[config.mk]
export PLATFORM = sky130hd
export DESIGN_NAME = byte_fifo_pair_irq
export DESIGN_NICKNAME = d
export VERILOG_FILES = /design/src/rtl/byte_fifo_pair_irq.sv
export SDC_FILE = /design/constraint.sdc
export NUM_CORES = 1
export LEC_CHECK = 0
export BUFFER_PORTS_ARGS = -buffer_cell sky130_fd_sc_hd__clkbuf_2
export CORE_MARGIN = 4
export CORE_UTILIZATION = 40
export DETAILED_ROUTE_END_ITERATION = 10
export PLACE_DENSITY = 0.51
export SYNTH_ARGS = -nofsm -noshare
export SYNTH_HDL_FRONTEND = slang
export SYNTH_SLANG_ARGS = --single-unit
[constraint.sdc]
create_clock -name clk -period 8.1 [get_ports clk]
set_input_delay 0.405 -clock clk [delete_from_list [all_inputs] [get_ports clk]]
set_output_delay 0.405 -clock clk [all_outputs]
set_load 0.005 [all_outputs]
[src/rtl/byte_fifo_pair_irq.sv]
module byte_fifo_pair_irq #(
  parameter int DEPTH = 64,
  parameter int THR_W = 6,
  parameter logic [THR_W-1:0] HI_RST = 6'h37,
  parameter logic [THR_W-1:0] LO_RST = 6'h04
) (
  input  logic       clk,
  input  logic       rst_n,
  input  logic [3:0] bus_addr,
  input  logic       bus_wr,
  input  logic [7:0] bus_wdata,
  input  logic       bus_rd,
  output logic [7:0] bus_rdata,
  input  logic       tx_pop,
  output logic [7:0] tx_data,
  output logic       tx_avail,
  input  logic       rx_push,
  input  logic [7:0] rx_data,
  output logic       irq_n
);
  localparam int PW = $clog2(DEPTH);
  localparam int CW = PW + 1;
  localparam logic [CW-1:0] FULL = CW'(DEPTH);
  localparam int NS = 5;
  localparam logic [3:0] A_CTRL = 4'd0, A_TXHI = 4'd1, A_TXLO = 4'd2, A_RXHI = 4'd3,
                         A_IEN = 4'd4, A_STAT = 4'd5, A_TXD = 4'd6, A_RXD = 4'd7,
                         A_TXC = 4'd8, A_RXC = 4'd9;

  logic [7:0] tx_mem [DEPTH];
  logic [7:0] rx_mem [DEPTH];
  logic [PW-1:0] tx_wp, tx_rp, rx_wp, rx_rp;
  logic [CW-1:0] tx_cnt, rx_cnt;
  logic [THR_W-1:0] tx_hi, tx_lo, rx_hi;
  logic [NS-1:0] ien, status, set_now;

  wire cfg_wr  = bus_wr;
  wire clr_tx  = cfg_wr && bus_addr == A_CTRL && bus_wdata[0];
  wire clr_rx  = cfg_wr && bus_addr == A_CTRL && bus_wdata[1];
  wire tx_wreq = cfg_wr && bus_addr == A_TXD;
  wire rx_rreq = bus_rd && bus_addr == A_RXD;
  wire rd_stat = bus_rd && bus_addr == A_STAT;
  wire tx_in   = tx_wreq && tx_cnt != FULL;
  wire tx_out  = tx_pop && tx_cnt != '0;
  wire rx_in   = rx_push && rx_cnt != FULL;
  wire rx_out  = rx_rreq && rx_cnt != '0;

  assign set_now = {rx_rreq && rx_cnt == '0,
                    tx_wreq && tx_cnt == FULL,
                    rx_cnt >= CW'(rx_hi),
                    tx_cnt <= CW'(tx_lo),
                    tx_cnt >= CW'(tx_hi)};

  always_ff @(posedge clk) begin
    if (tx_in) tx_mem[tx_wp] <= bus_wdata;
    if (rx_in) rx_mem[rx_wp] <= rx_data;
  end

  always_ff @(posedge clk or negedge rst_n) begin
    if (!rst_n) begin
      tx_wp <= '0; tx_rp <= '0; tx_cnt <= '0;
    end else if (clr_tx) begin
      tx_wp <= '0; tx_rp <= '0; tx_cnt <= '0;
    end else begin
      if (tx_in) tx_wp <= tx_wp + 1'b1;
      if (tx_out) tx_rp <= tx_rp + 1'b1;
      tx_cnt <= tx_cnt + CW'(tx_in) - CW'(tx_out);
    end
  end

  always_ff @(posedge clk or negedge rst_n) begin
    if (!rst_n) begin
      rx_wp <= '0; rx_rp <= '0; rx_cnt <= '0;
    end else if (clr_rx) begin
      rx_wp <= '0; rx_rp <= '0; rx_cnt <= '0;
    end else begin
      if (rx_in) rx_wp <= rx_wp + 1'b1;
      if (rx_out) rx_rp <= rx_rp + 1'b1;
      rx_cnt <= rx_cnt + CW'(rx_in) - CW'(rx_out);
    end
  end

  always_ff @(posedge clk or negedge rst_n) begin
    if (!rst_n) begin
      tx_hi <= HI_RST; tx_lo <= LO_RST; rx_hi <= HI_RST;
      ien <= '0; status <= '0;
    end else begin
      if (cfg_wr && bus_addr == A_TXHI) tx_hi <= bus_wdata[THR_W-1:0];
      if (cfg_wr && bus_addr == A_TXLO) tx_lo <= bus_wdata[THR_W-1:0];
      if (cfg_wr && bus_addr == A_RXHI) rx_hi <= bus_wdata[THR_W-1:0];
      if (cfg_wr && bus_addr == A_IEN)  ien   <= bus_wdata[NS-1:0];
      status <= set_now | (rd_stat ? '0 : status);
    end
  end

  assign tx_data  = tx_mem[tx_rp];
  assign tx_avail = tx_cnt != '0;
  assign irq_n    = ~|(status & ien);

  always_comb begin
    case (bus_addr)
      A_TXHI:  bus_rdata = 8'(tx_hi);
      A_TXLO:  bus_rdata = 8'(tx_lo);
      A_RXHI:  bus_rdata = 8'(rx_hi);
      A_IEN:   bus_rdata = 8'(ien);
      A_STAT:  bus_rdata = 8'(status);
      A_RXD:   bus_rdata = rx_cnt != '0 ? rx_mem[rx_rp] : 8'h00;
      A_TXC:   bus_rdata = 8'(tx_cnt);
      A_RXC:   bus_rdata = 8'(rx_cnt);
      default: bus_rdata = 8'h00;
    endcase
  end

  AST_TX_BOUND: assert property (@(posedge clk) disable iff (!rst_n)
    tx_cnt <= FULL && rx_cnt <= FULL);
  AST_CLEAR_TX: assert property (@(posedge clk) disable iff (!rst_n)
    clr_tx |=> tx_cnt == '0);
  AST_CLEAR_RX: assert property (@(posedge clk) disable iff (!rst_n)
    clr_rx |=> rx_cnt == '0);
  AST_NO_OVERFLOW: assert property (@(posedge clk) disable iff (!rst_n)
    tx_wreq && tx_cnt == FULL && !tx_pop |=> tx_cnt == FULL && status[3]);
  AST_UNDERFLOW_FLAG: assert property (@(posedge clk) disable iff (!rst_n)
    rx_rreq && rx_cnt == '0 |=> status[4]);
  AST_STICKY: assert property (@(posedge clk) disable iff (!rst_n)
    !rd_stat |=> ($past(status) & ~status) == '0);
  AST_RX_HIGH: assert property (@(posedge clk) disable iff (!rst_n)
    rx_cnt >= CW'(rx_hi) |=> status[2]);
endmodule

**Yosys cells after proc, flatten, opt, wreduce, memory -nomap -nowiden**

Memories as Yosys holds them, arrays and structs flattened.
Cells that the tools add are included.
W data, S select, Z words.

- Bits of input ports: 26
- Memories: 2
- Bits in registers: 66
- Word-level logic and storage cells: 81
- Memory bits (writable): 1024
- Output and inout port bits: 18

- Muxes and demuxes: 17
- Bitwise logic cells: 2
- $add $sub $neg: 8
- Equality and inequality tests: 12
- Reductions and logical operators: 26
- $lt $le $gt $ge: 3

Memories:

| name | words | width | read ports | clocked after memory_dff | wr ports | line | RTL |
|---|---|---|---|---|---|---|---|
| rx_mem | 64 | 8 | 1 | 0 | 1 | 30 | `logic [7:0] rx_mem [DEPTH];` |
| tx_mem | 64 | 8 | 1 | 0 | 1 | 29 | `logic [7:0] tx_mem [DEPTH];` |

Operator list:

| cell | count |
|---|---|
| $pmux W8 S8 | 1 |
| $mux W6 | 8 |
| $add A6 B1 Y6 const B | 4 |
| $eq A4 B3 Y1 const B | 4 |
| $logic_and A1 B1 Y1 | 16 |
| $add A7 B1 Y7 | 2 |
| $ge A7 B6 Y1 | 2 |
| $mux W7 | 2 |
| $ne A7 B7 Y1 const B | 2 |
| $reduce_bool A7 Y1 | 2 |
| $sub A7 B1 Y7 | 2 |
| $eq A4 B2 Y1 const B | 2 |
| $eq A4 B4 Y1 const B | 2 |
| $mux W8 | 1 |
| $reduce_bool A2 Y1 | 4 |
| $eq A7 B7 Y1 const B | 1 |
| $le A7 B6 Y1 | 1 |
| $logic_not A7 Y1 | 1 |
| $and A5 B5 Y5 | 1 |
| $mux W5 | 1 |
| $or A5 B5 Y5 | 1 |
| $reduce_or A5 Y1 | 1 |
| $eq A4 B1 Y1 const B | 1 |
| $logic_not A4 Y1 | 1 |
| 2 further kinds | 5 |

**Logic depth before layout (Yosys ltp)**

- Word-level depth: 6
- Depth in mapped cells: 17

**Least setup slack after synthesis**

Ideal clock, no wire load.

- Path type: register -> register
- Start point: reg rx_cnt[2]
- End point: reg rx_cnt[6]
- Period minus slack after synthesis: 3209 ps
- Arrival time: 3073 ps
- Slack: 4891 ps
- Buffers on the path: 1
- Cell stages (with the launch flop): 18
- Library setup time: 136 ps
- Path through: dfrtp_1 inv_1 ha_1 and4bb_2 a21oi_1 and3_1 clkbuf_1 ha_1 inv_1 ha_1 inv_1 fa_1 nand2b_1 a21oi_1 o21ai_0 a21oi_1 or3_1 a21oi_1

- Cells in the longest elaborated chain, start to end: 5
- Elaborated cells between the ends (all ways): 7
- Those cells by class: 2 x add/sub; 1 x eq/ne; 1 x mux; 3 x reduce/logical

Ends and longest elaborated chain:

| what | line | RTL |
|---|---|---|
| start, declared | 32 | `logic [CW-1:0] tx_cnt, rx_cnt;` |
| start signal, assigned | 78 | `rx_cnt <= rx_cnt + CW'(rx_in) - CW'(rx_out);` |
| $ne A7 B7 Y1 | 44 | `wire rx_in = rx_push && rx_cnt != FULL;` |
| $logic_and A1 B1 Y1 | 44 |  |
| $add A7 B1 Y7 | 78 |  |
| $sub A7 B1 Y7 (*) | 78 |  |
| $mux W7 (*) | 73 | `end else if (clr_rx) begin` |

Every way passes the cells marked *; elsewhere a longest branch is shown, timed or not.
A chain may end at the register's enable or synchronous reset.

**Final worst setup path**

- Start point: reg rx_rp[0]
- End point: out bus_rdata[7]

- Cells in the longest elaborated chain, start to end: 3

Ends and longest elaborated chain:

| what | line | RTL |
|---|---|---|
| start, declared | 31 | `logic [PW-1:0] tx_wp, tx_rp, rx_wp, rx_rp;` |
| start signal, assigned | 77 | `if (rx_out) rx_rp <= rx_rp + 1'b1;` |
| $mem_v2 Z64 W8 | n/a |  |
| $mux W8 | 106 | `A_RXD: bus_rdata = rx_cnt != '0 ? rx_mem[rx_rp] : 8'h00;` |
| $pmux W8 S8 | 100 | `case (bus_addr)` |
| end, declared | 13 | `output logic [7:0] bus_rdata,` |

Every way passes these cells.

==> reports/summary.txt <==
Violation count after the first detailed-routing iteration: 1,760
Main combinational cell family by area after synthesis: multiplexers
Core area: 109,000 sq um
Input/output buffers: 43
GR Util met1: 0.244
Met2 track utilization from global routing: 0.301
Hold-fix buffers at CTS: 2
Die Wd: 339 um
Startpoint type of the worst setup path: register
Commonest cells post-synth: 1,024 x sky130_fd_sc_hd__edfxtp_1, 247 x sky130_fd_sc_hd__mux4_2, 177 x sky130_fd_sc_hd__nor2_1
Syn Area/Cell: 19.4 sq um
Vias per Instance: 5.59
Number of hold violations in the final report: 0
Timing-limited maximum frequency: 0.221 GHz
Sinks on the clock net: 1,090
Post-synth net total: 2,334
Critical Path Max Stage Delay: 1.01 ns
Drt wl/cell: 27.1 um
DP Worst Slack: 4.15 ns
Met3 track demand over resource: 0.0284
HPWL Detailed: 61,100 um
Die Area: 115,000 sq um
Clock latency on the worst-skew pair: 0.69 ns
Max-cap viol count: 0
LEAKAGE: 15.6 nW
Most repeated library cell on the critical path: sky130_fd_sc_hd__mux4_2
Residual DRC: 0
Ys Warns: 0
PostCTS Resize Cnt: 0
Most instantiated flip-flop cell in the synthesis netlist: sky130_fd_sc_hd__edfxtp_1
Hold Slack: 0.0763 ns
Adder-cell share of the synthesized area: 0.0123
Most congested layer reported by global routing: met2
Sequential cell area in the final layout: 32,400 sq um
Compound-cell area share of the yosys netlist: 0.0320
Post-synthesis simple-gate area fraction: 0.0365
CTS tree: built
Final worst-path cycle share: 0.558
Total Nets Final: 2,407
Number of buffers created by CTS: 115
Count of placed standard cells in the final layout, fillers left out: 3,854
Number of library cell types mapped by synthesis: 61
Layout-stage area growth over the synthesis result: 12.1%
Largest cells by area after synthesis: sky130_fd_sc_hd__edfxtp_1 70%, sky130_fd_sc_hd__mux4_2 13%, sky130_fd_sc_hd__dfrtp_1 3.1%, sky130_fd_sc_hd__mux2i_1 2.3%, sky130_fd_sc_hd__nor2_1 1.5%
Initial antenna violation count: 1
Total global-route track usage: 0.180
Detailed Routing Iterations Pass 1: 7
Power per standard cell area: 312 nW/um^2
Fillers: 9,220
Max Slew Vio Count: 0
Worst Slack Setup Final: 3.58 ns
Least-Margin Pin Slew: 1.04 ns
Worst Setup Path Type: reg2out
Number of global-route vias before repair: 22,412
Maximum buffer depth of the clock tree: 3
Share of cells above drive strength 1: 0.220
Multiplexer fraction of the synthesized cell area: 0.157
Fraction of registers with async set or reset after synthesis: 0.0606
Sequential fraction of the synthesis area: 0.739
Placed Instance Area: 45,500 sq um
Aggregate global routing overflow: 0
Number of H-tree levels: 3
Data arrival at the endpoint of the critical path: 4.12 ns
Clock transition at the registers of the reported paths: 0.06 ns
Die boundary height: 339 um
Total power after layout: 15.3 mW
Via Count: 21,538
CP Max Fanout: 74
Number of synthesized flops with an enable pin: 1,024
Critical path data required time: 7.70 ns
Nature of the critical path endpoint: primary output
Dpl cells: 3,634
Root cell of the clock tree: sky130_fd_sc_hd__clkbuf_16
Post-synthesis instance area: 43,900 sq um
Count of mapped cells out of synthesis: 2,266
# IOs: 44
Setup total negative slack: 0 ns
Clock Skew: 0.0179 ns
Leading cell type by number of instances after synthesis: sky130_fd_sc_hd__edfxtp_1
WL final: 104,000 um
Highest ir drop seen on vdd: 0.000242 V
Site row count: 121
Final setup violation count: 0
Ordered list of cells on the worst path: buf_12 > mux4_2 > mux4_2 > o2111ai_1 > o21ai_1 > clkbuf_2
Fraction of synthesized cell area taken by the top area cell type: 0.701
Initial standard-cell utilization of the core: 0.403
Antenna violation net count after detailed routing: 0
Util after Layout: 0.452
Final estimated routing congestion in global placement: 0.811
Multi-input gate area: 10,700 sq um
Post-route cell area: 49,200 sq um
Worst hold path class: in2reg
Slew margin rel.: 0.304
Setup repair after global routing missed its margin: no
Global-route wire length before repair: 154,000 um
Synth area leader: sky130_fd_sc_hd__edfxtp_1
CP max stage cell: sky130_fd_sc_hd__dfrtp_4
Final worst path period need: 4.52 ns
Post-CTS setup buffer count: 0
XOR/XNOR Fraction of Synth Area: 0.00499
Largest net degree at the start of global routing: 106
Post-synthesis sequential element count: 1,090
Outcome: completed
-- path summary, 6_finish.rpt --
path	from	endpoint	slack [ns]	cells past startpoint
min in group asynchronous	rst_n	rx_hi[3]$_DFFE_PN0P_	0.37	2
worst max-delay path	rx_rp[0]$_DFFE_PN0P_	bus_rdata[7]	3.58	6
max in group asynchronous	rst_n	rx_rp[1]$_DFFE_PN0P_	7.04	2
worst min-delay path	tx_pop	tx_rp[1]$_DFFE_PN0P_	0.08	4
worst max register to register	tx_cnt[2]$_DFF_PN0_	tx_mem[27][1]$_DFFE_PP_	4.26	8
worst min register to register	tx_hi[3]$_DFFE_PN0P_	tx_hi[3]$_DFFE_PN0P_	0.52	1
-- state kept, by name, summed over array words and instances (netlist names) --
name and cells:
ien 5, rx_rp 6, rx_wp 6, tx_hi 6
tx_wp 6, tx_cnt 7, rx_mem 512, tx_mem 512
tx_lo 6, rx_cnt 7, tx_rp 6, rx_hi 6
status 5
-- worst max-delay path, delay by kind of cell (launching register included) --
kind / cells / cell delay (ns)
buffers and inverters: 2 / 0.71
muxes: 2 / 1.11
AOI/OAI and AO/OA: 2 / 0.46
DFF: 1 / 1.01
-- routing by layer --
metal / part of all wire / vias up
li1: - / 9322
met1: 0.43 / 11464
met2: 0.50 / 585
met3: 0.048 / 167
met4: 0.029 / 0
met5: 0 / -
-- where the power goes --
group          internal (mW)  total, mW  switching, mW
Clock                   2.89       5.04           2.15
Combinational           1.70       3.51           1.81
Sequential              6.38       6.79          0.408
-- cell families (layout without fill, tap and decap cells) --
logic type / Yosys count / after routing
flip-flops: 1090 / 1090
XOR/XNOR: 25 / 25
multiplexers: 376 / 376
AO/OA/AOI/OAI: 214 / 214
AND/OR/NAND/NOR: 349 / 349
other: 0 / 2
buffers and inverters: 170 / 342
adder cells (fa/ha/maj): 42 / 42
-- layout by cell type (no fill, tap or decap), types with 19 or more instances in the layout --
cell and instances:
sky130_fd_sc_hd__buf_4 33, sky130_fd_sc_hd__ha_1 40, sky130_fd_sc_hd__mux4_2 247, sky130_fd_sc_hd__clkbuf_1 28, sky130_fd_sc_hd__clkinv_2 22, sky130_fd_sc_hd__a211oi_1 23
sky130_fd_sc_hd__mux2i_1 101, sky130_fd_sc_hd__o221ai_1 19, sky130_fd_sc_hd__clkbuf_2 42, sky130_fd_sc_hd__dfrtp_1 48, sky130_fd_sc_hd__o21ai_0 54, sky130_fd_sc_hd__a21oi_1 44
sky130_fd_sc_hd__mux2_2 28, sky130_fd_sc_hd__nor2_1 177, sky130_fd_sc_hd__nor2b_1 34, sky130_fd_sc_hd__nand2_1 51, sky130_fd_sc_hd__nand3_1 33, sky130_fd_sc_hd__inv_1 47
sky130_fd_sc_hd__clkinv_1 29, sky130_fd_sc_hd__clkbuf_16 117, sky130_fd_sc_hd__edfxtp_1 1024
-- area by class of cell --
| class | instances | area share |
|---|---|---|
| inverters | 47 | 0.00359 |
| clock buffers | 148 | 0.0625 |
| flip-flops and latches | 1090 | 0.660 |
| multi-input cells | 1006 | 0.217 |
| well taps | 1414 | 0.0360 |
| diodes | 2 | 0.000102 |
| repair buffers | 79 | 0.0105 |
| clock inverters | 68 | 0.0107 |
Note: power is estimated with default switching activity, not from simulation.
